## src/rtl/audio_serial_port.sv

```systemverilog
module audio_serial_port #(
  parameter int W    = 20,
  parameter int CW   = 6,
  parameter int SYNC = 2
) (
  input  logic         clk,
  input  logic         rst_n,
  input  logic [1:0]   fmt,
  input  logic [1:0]   lsb_len,
  input  logic         bck,
  input  logic         ws,
  input  logic         sdi,
  output logic         sdo,
  output logic [W-1:0] rx_left,
  output logic [W-1:0] rx_right,
  output logic         rx_valid,
  input  logic [W-1:0] tx_left,
  input  logic [W-1:0] tx_right
);
  localparam int IW = $clog2(W + 1);
  localparam int LW = ((CW > IW) ? CW : IW) + 1;

  logic [SYNC-1:0] bck_p, ws_p, sdi_p;
  logic bck_q;

  always_ff @(posedge clk or negedge rst_n) begin
    if (!rst_n) begin
      bck_p <= '0;
      ws_p  <= '0;
      sdi_p <= '0;
      bck_q <= 1'b0;
    end else begin
      bck_p <= {bck_p[SYNC-2:0], bck};
      ws_p  <= {ws_p[SYNC-2:0], ws};
      sdi_p <= {sdi_p[SYNC-2:0], sdi};
      bck_q <= bck_p[SYNC-1];
    end
  end

  wire bck_s = bck_p[SYNC-1];
  wire ws_s  = ws_p[SYNC-1];
  wire sdi_s = sdi_p[SYNC-1];
  wire brise = bck_s & ~bck_q;
  wire bfall = ~bck_s & bck_q;
  wire is_i2s = (fmt == 2'd0);
  wire is_lsb = fmt[1];

  logic [IW-1:0] lsb_l;
  always_comb begin
    case (lsb_len)
      2'd0:    lsb_l = IW'(16);
      2'd1:    lsb_l = IW'(18);
      default: lsb_l = IW'(20);
    endcase
  end

  // receive side
  logic ws_r1, rw_prev, started, have_left;
  logic [IW-1:0] rcnt;
  logic [W-1:0] acc, sh, left_hold;

  wire rw     = is_i2s ? ws_r1 : ws_s;
  wire rbound = (rw != rw_prev);
  wire [W-1:0] lsb_word = sh << (IW'(W) - lsb_l);
  wire [W-1:0] fin_word = is_lsb ? lsb_word : acc;

  always_ff @(posedge clk or negedge rst_n) begin
    if (!rst_n) begin
      ws_r1     <= 1'b0;
      rw_prev   <= 1'b0;
      started   <= 1'b0;
      have_left <= 1'b0;
      rcnt      <= '0;
      acc       <= '0;
      sh        <= '0;
      left_hold <= '0;
      rx_left   <= '0;
      rx_right  <= '0;
      rx_valid  <= 1'b0;
    end else begin
      rx_valid <= 1'b0;
      if (brise) begin
        ws_r1   <= ws_s;
        rw_prev <= rw;
        sh      <= {sh[W-2:0], sdi_s};
        if (rbound) begin
          started <= 1'b1;
          if (started) begin
            if (!rw_prev) begin
              left_hold <= fin_word;
              have_left <= 1'b1;
            end else if (have_left) begin
              rx_left   <= left_hold;
              rx_right  <= fin_word;
              rx_valid  <= 1'b1;
              have_left <= 1'b0;
            end
          end
          acc  <= {sdi_s, {(W-1){1'b0}}};
          rcnt <= IW'(1);
        end else if (rcnt < IW'(W)) begin
          acc  <= acc | ({sdi_s, {(W-1){1'b0}}} >> rcnt);
          rcnt <= rcnt + 1'b1;
        end
      end
    end
  end

  // transmit side
  logic ws_f1, tw_prev, tch, sdo_r;
  logic [CW-1:0] tcnt, hlen;
  logic [W-1:0] txl_q, txr_q;

  wire tw     = is_i2s ? ws_f1 : ws_s;
  wire tbound = (tw != tw_prev);

  logic [CW-1:0] tk, hl;
  logic [W-1:0]  cur, shifted;
  logic [LW-1:0] k_e, h_e, l_e, amt;
  logic          ch, sign_zone, tbit;

  always_comb begin
    tk  = tbound ? '0 : tcnt;
    hl  = tbound ? tcnt : hlen;
    ch  = tbound ? tw : tch;
    cur = ch ? txr_q : (tbound ? tx_left : txl_q);
    k_e = LW'(tk);
    h_e = LW'(hl);
    l_e = LW'(lsb_l);
    amt = k_e;
    sign_zone = 1'b0;
    if (is_lsb) begin
      if (h_e >= l_e) begin
        if (k_e < h_e - l_e) sign_zone = 1'b1;
        else                 amt = k_e - (h_e - l_e);
      end else begin
        amt = k_e + (l_e - h_e);
      end
    end
    shifted = cur << amt;
    tbit = sign_zone ? cur[W-1] : shifted[W-1];
  end

  always_ff @(posedge clk or negedge rst_n) begin
    if (!rst_n) begin
      ws_f1   <= 1'b0;
      tw_prev <= 1'b0;
      tch     <= 1'b0;
      sdo_r   <= 1'b0;
      tcnt    <= '0;
      hlen    <= '0;
      txl_q   <= '0;
      txr_q   <= '0;
    end else if (bfall) begin
      ws_f1   <= ws_s;
      tw_prev <= tw;
      sdo_r   <= tbit;
      if (tbound) begin
        tch  <= tw;
        tcnt <= CW'(1);
        hlen <= tcnt;
        if (!tw) begin
          txl_q <= tx_left;
          txr_q <= tx_right;
        end
      end else if (tcnt != '1) begin
        tcnt <= tcnt + 1'b1;
      end
    end
  end

  assign sdo = sdo_r;
endmodule

```

## config.mk

```make
export PLATFORM = sky130hd
export DESIGN_NAME = audio_serial_port
export DESIGN_NICKNAME = d
export VERILOG_FILES = /design/src/rtl/audio_serial_port.sv
export SDC_FILE = /design/constraint.sdc
export NUM_CORES = 1
export LEC_CHECK = 0
export ABC_AREA = 1
export ABC_CLOCK_PERIOD_IN_PS = 4200
export CAP_MARGIN = 15
export CORE_UTILIZATION = 52
export CTS_CLUSTER_SIZE = 10
export DETAILED_ROUTE_END_ITERATION = 7
export GPL_TIMING_DRIVEN = 0
export PLACE_DENSITY = 0.8
export SYNTH_ARGS = -nofsm -noshare
export SYNTH_HDL_FRONTEND = slang
export SYNTH_SLANG_ARGS = --single-unit
```

## constraint.sdc

```tcl
create_clock -name clk -period 4.2 [get_ports clk]
set_clock_uncertainty 0.15 [all_clocks]
set_input_delay 0.63 -clock clk [delete_from_list [all_inputs] [get_ports clk]]
set_output_delay 0.63 -clock clk [all_outputs]
set_load 0.005 [all_outputs]
```

== Word-level counts from Yosys, hierarchy flattened ==
Cells that the tools add are included.

* $add $sub $neg: 7
* Multipliers: 0
* Div/mod/pow operators: 0
* $lt $le $gt $ge: 3
* Equality and inequality tests: 4
* Shifts and indexed selects: 3
* Muxes and demuxes: 28
* Bitwise gates (word level): 7
* Reduce and logical (&&, ||, !) cells: 11

{| class="wikitable"
|+ Operators with widths
! kind !! count
|-
| $mux 20 || 5
|-
| $mux 6 || 4
|-
| $mux 7 || 3
|-
| $or 20x20->20 || 1
|-
| $shl 20x5->20 || 1
|-
| $shl 20x7->20 || 1
|-
| $shr 20x5->20 || 1
|-
| $mux 1 || 13
|-
| $mux 5 || 2
|-
| $add 6x7->7 || 1
|-
| $lt 6x7->1 || 1
|-
| $sub 5x6->7 || 1
|-
| $sub 6x5->7 || 1
|-
| $sub 6x7->7 || 1
|-
| $add 6x1->6 const B || 1
|-
| $ge 6x5->1 || 1
|-
| $ne 6x6->1 const B || 1
|-
| $pmux 3 s2 || 1
|-
| $reduce_and 2->1 || 3
|-
| $reduce_and 3->1 || 2
|-
| $add 5x1->5 const B || 1
|-
| $lt 5x5->1 const B || 1
|-
| $reduce_and 5->1 || 1
|-
| $sub 5x5->5 const A || 1
|-
| other kinds (7) || 14
|}

* Register bits: 173
* Latch bits: 0
* RAM bits: 0
* Memory bits (read-only): 0
* Bits of input ports: 49
* Output and inout port bits: 42
* Logic and storage cells: 86
* Memories kept: 0

== Depth between registers and ports, before layout ==
* Word-level depth: 11
* Depth in mapped cells: 34
* Mapped depth without buffers: 33

== Worst setup path after synthesis ==
No wires, ideal clock.

* Kind: input port to flip-flop
* From: input port fmt[1]
* To: register sdo_r, in the netlist sdo
* Setup time: 0.121 ns
* Arrival time: 4.063 ns
* Slack: -0.133 ns
* Cell stages on the path: 31
* Path buffers: 3
* Cell sequence: buf_6 > nor2_4 > nand2_2 > nand3_4 > nand2_8 > buf_2 > o21ai_0 > inv_1 > ha_1 > ha_1 > nor2_1 > xnor2_1 > ha_1 > nand2_1 > inv_1 > nand4_1 > nand3_1 > nand2_1 > nand2_1 > nand2_4 > nand2_4 > nand2_4 > nand2_4 > buf_6 > nand3_1 > nand3_1 > nand2_1 > a21oi_1 > nand2_1 > nand3_1 > a21oi_1

* Cells in the longest elaborated chain, start to end: 11

{| class="wikitable"
|+ RTL lines
! item !! line !! RTL
|-
| start: declaration || 8 || <nowiki>input logic [1:0] fmt,</nowiki>
|-
| $logic_not 2->1 * || 45 || <nowiki>wire is_i2s = (fmt == 2'd0);</nowiki>
|-
| $mux 1 * || 114 || <nowiki>wire tw = is_i2s ? ws_f1 : ws_s;</nowiki>
|-
| $ne 1x1->1 * || 115 || <nowiki>wire tbound = (tw != tw_prev);</nowiki>
|-
| $mux 6 * || - ||
|-
| net hl[2] || 117 || <nowiki>logic [CW-1:0] tk, hl;</nowiki>
|-
| $sub 6x5->7 || 134, 135 ||
|-
| $sub 6x7->7 / $lt 6x7->1 (equally long branches) || 135, 134 ||
|-
| $mux 7 || 134 || <nowiki>if (k_e < h_e - l_e) sign_zone = 1'b1;</nowiki>
|-
| $mux 7 || 133 || <nowiki>if (h_e >= l_e) begin</nowiki>
|-
| $mux 7 || 132 || <nowiki>if (is_lsb) begin</nowiki>
|-
| $shl 20x7->20 || 140 || <nowiki>shifted = cur << amt;</nowiki>
|-
| $mux 1 * || 141 || <nowiki>tbit = sign_zone ? cur[W-1] : shifted[W-1];</nowiki>
|-
| end signal: assignment || 157 || <nowiki>sdo_r <= tbit;</nowiki>
|-
| end: declaration || 110 || <nowiki>logic ws_f1, tw_prev, tch, sdo_r;</nowiki>
|}

The timed path passes the listed nets; every way through them passes the cells marked *.
A chain may end at the register's enable or synchronous reset.

== Final worst setup path ==
Same ends and word-level chain as after synthesis.

==> metrics.txt <==
Layout area overhead=23.5%; clock latency on the worst-skew pair=0.44 ns; DP Area=9990 um2; CP max stage delay=0.31 ns; status=completed; Yosys reg bits=173; Synth Instances=1074; non-filler cells in the finished layout=1431; Netlist cell types=41; Syn Std Cell Area=8780 um2; row cnt=47; setup TNS=0 ns; Hold Buf Count CTS=0; io pins=91; Worst EP required=4.41 ns; DR vias=7968; DRC Markers=0; final hold vios=0; Startpoint Class=input port; initial antenna violation count=0; Crit. End Element=flip-flop; fin area=10800 um2; top-area cell type share of the netlist area=49.3%; top-count cell post-synth=nand2_1; Max Freq=0.242 GHz; Initial Util=53.1%; vias in the first global route=7550; fin. max-slew vios=0; ant diodes=0; DP HPWL=15800 um; Power Total=5.85 mW; via/cell ratio=5.57; Final setup viols=0; H-Tree Depth=4; First-pass DRT Iterations=6; Crit Path Category=input port to flip-flop; Arr. time, crit path=4.35 ns; total CTS buffers=17; Die Ht=132 um; drt total wl=22900 um; Cell Pwr Density=539 nW/um2; Nets=1274; placed cell count=1384; Worst Max-Slew Pin Slew=0.661 ns; worst vdd ir=0.335 mV; Hold Crit Class=input port to asynchronous set/reset pin; top post-synthesis cells by area=dfrtp_1 49%, nand2_1 12%, o21ai_0 7.9%, inv_1 5.9%, nand3_1 4.2%; CTS tree=yes; Routed WL per cell=16.0 um; Tcrit/Tclk final=98.5%; Placer Congestion=0.941; share of cells above drive strength 1=9.50%; largest net degree at the start of global routing=89; GR Overflow Total=0; Rel. slew slack=55.9%; DR iter-0 viols=872; buffer depth of the longest clock path=2; Final Util=65.7%; PortBufs=89; post-synth top area cell=dfrtp_1; crit path max-delay cell type=ha_1; main flop type after synthesis=dfrtp_1; ANT nets after route=0; core area=16500 um2; clk root buf=clkbuf_16; leakage power=5.02 nW; CP Max Fanout=8; Post-synth EDFFs=0; Synth top cells by count=282 x nand2_1, 173 x dfrtp_1, 139 x o21ai_0, 137 x inv_1, 73 x nand3_1; synth warn=0; fin crit period=4.14 ns; async set or reset register ratio after synthesis=100%; Reg clk slew, reported paths=0.07 ns; Syn Nets=1148; first-pass GRT wire length=37300 um; Max-cap violations=0; Total GRT Usage=27.0%; clock sinks=173; Die W=132 um; register area share after synthesis=49.3%; Mean Syn Cell Area=8.18 um2; die area=17400 um2
[logic make-up (layout without fill, tap and decap cells)]
logic type / count (synthesis) / in the layout / share of synthesized area [%]
and+or+nand+nor: 436 / 436 / 22.0
buffers and inverters: 194 / 331 / 8.70
xor gates and xnor gates: 8 / 8 / 0.798
adders and majority gates: 25 / 25 / 3.82
DFF: 173 / 173 / 49.3
AOI/OAI and AO/OA: 238 / 238 / 15.4
[flip-flops by register name, summed over array words and instances (netlist names), 2 cells and up]
register   cells
sh            20
acc           20
left_hold     20
ws_p           2
tcnt           6
rx_right      20
txr_q         20
bck_p          2
txl_q         20
rx_left       20
rcnt           5
sdi_p          2
hlen           6
[metrics by stage]
step                hold WS, ns  setup slack [ns]
floorplan                 0.181            0.0204
global placement          0.183             -4.60
detailed placement        0.186             -1.10
CTS                      0.0719           0.00118
global route             0.0795            -0.125
finish                   0.0352            0.0626
[path summary, 6_finish.rpt]
path,start,end,slack (ns),cells after the start
min,rst_n,rx_valid$_DFF_PN0_,0.04,1
max,fmt[1],sdo$_DFFE_PN0P_,0.06,32
min reg2reg,bck_p[0]$_DFF_PN0_,bck_p[1]$_DFF_PN0_,0.20,0
min in group clk,bck_p[0]$_DFF_PN0_,bck_p[1]$_DFF_PN0_,0.20,0
max reg2reg,ws_p[1]$_DFF_PN0_,sdo$_DFFE_PN0P_,0.21,30
max in group asynchronous,rst_n,hlen[2]$_DFFE_PN0P_,3.03,2
[cell type report]
type | instances | area (um2)
clock buffer | 19 | 453
timing repair buffer | 109 | 1080
inverter | 145 | 554
tap | 220 | 275
multi-input combinational | 707 | 3860
buffer | 47 | 214
fill | 1311 | 5680
clock inverter | 11 | 86.3
sequential | 173 | 4330
[critical path: cells and delay by family]
kind            cells  cell delay (ns)
simple gates       20             1.84
compound gates      2             0.34
fa+ha+maj           3             0.68
buf+inv             6             0.71
xor+xnor            1             0.12
[cells in the final DEF (no fill, tap or decap), drive strengths merged]
master and instances:
fa 3, a21boi 1, nor3 8, dfrtp 173, nor4 2, o211ai 3
inv 145, or2 1, o22ai 13, o31ai 1, and2 1, buf 28
a2bb2oi 1, nand2 299, o221ai 29, clkdlybuf4s50 86, nand3b 2, ha 22
a21oi 47, nor3b 3, clkinvlp 4, nand4 4, clkdlybuf4s15 1, a21o 1
nand3 79, a31oi 3, clkbuf 60, clkinv 7, o21ai 139, xor2 5
xnor2 3, nor2 37
[metal layers]
| layer | routed length (um) | up-vias | global-route usage (%) |
|---|---|---|---|
| met2 | 10500 | 372 | 41.7 |
| met4 | 420 | 0 | 9.56 |
| met5 | 0 | - | 0 |
| li1 | - | 3774 | - |
| met3 | 1670 | 44 | 5.00 |
| met1 | 10300 | 3778 | 38.1 |
[timing repair]
action,CTS,global route
pin swaps,4,21
resized for setup,13,33
gates cloned,0,2
hold endpoints to repair,0,0
buffers inserted,7,10
setup endpoints to repair,1,1
[power by group]
part | total, mW | switching, mW | internal [mW] | leakage [nW]
clock | 1.47 | 0.681 | 0.787 | 0.256
combinational | 2.13 | 1.20 | 0.923 | 2.51
sequential | 2.26 | 0.232 | 2.03 | 2.26
total | 5.85 | 2.11 | 3.74 | 5.02
(Power assumes the default switching activity.)
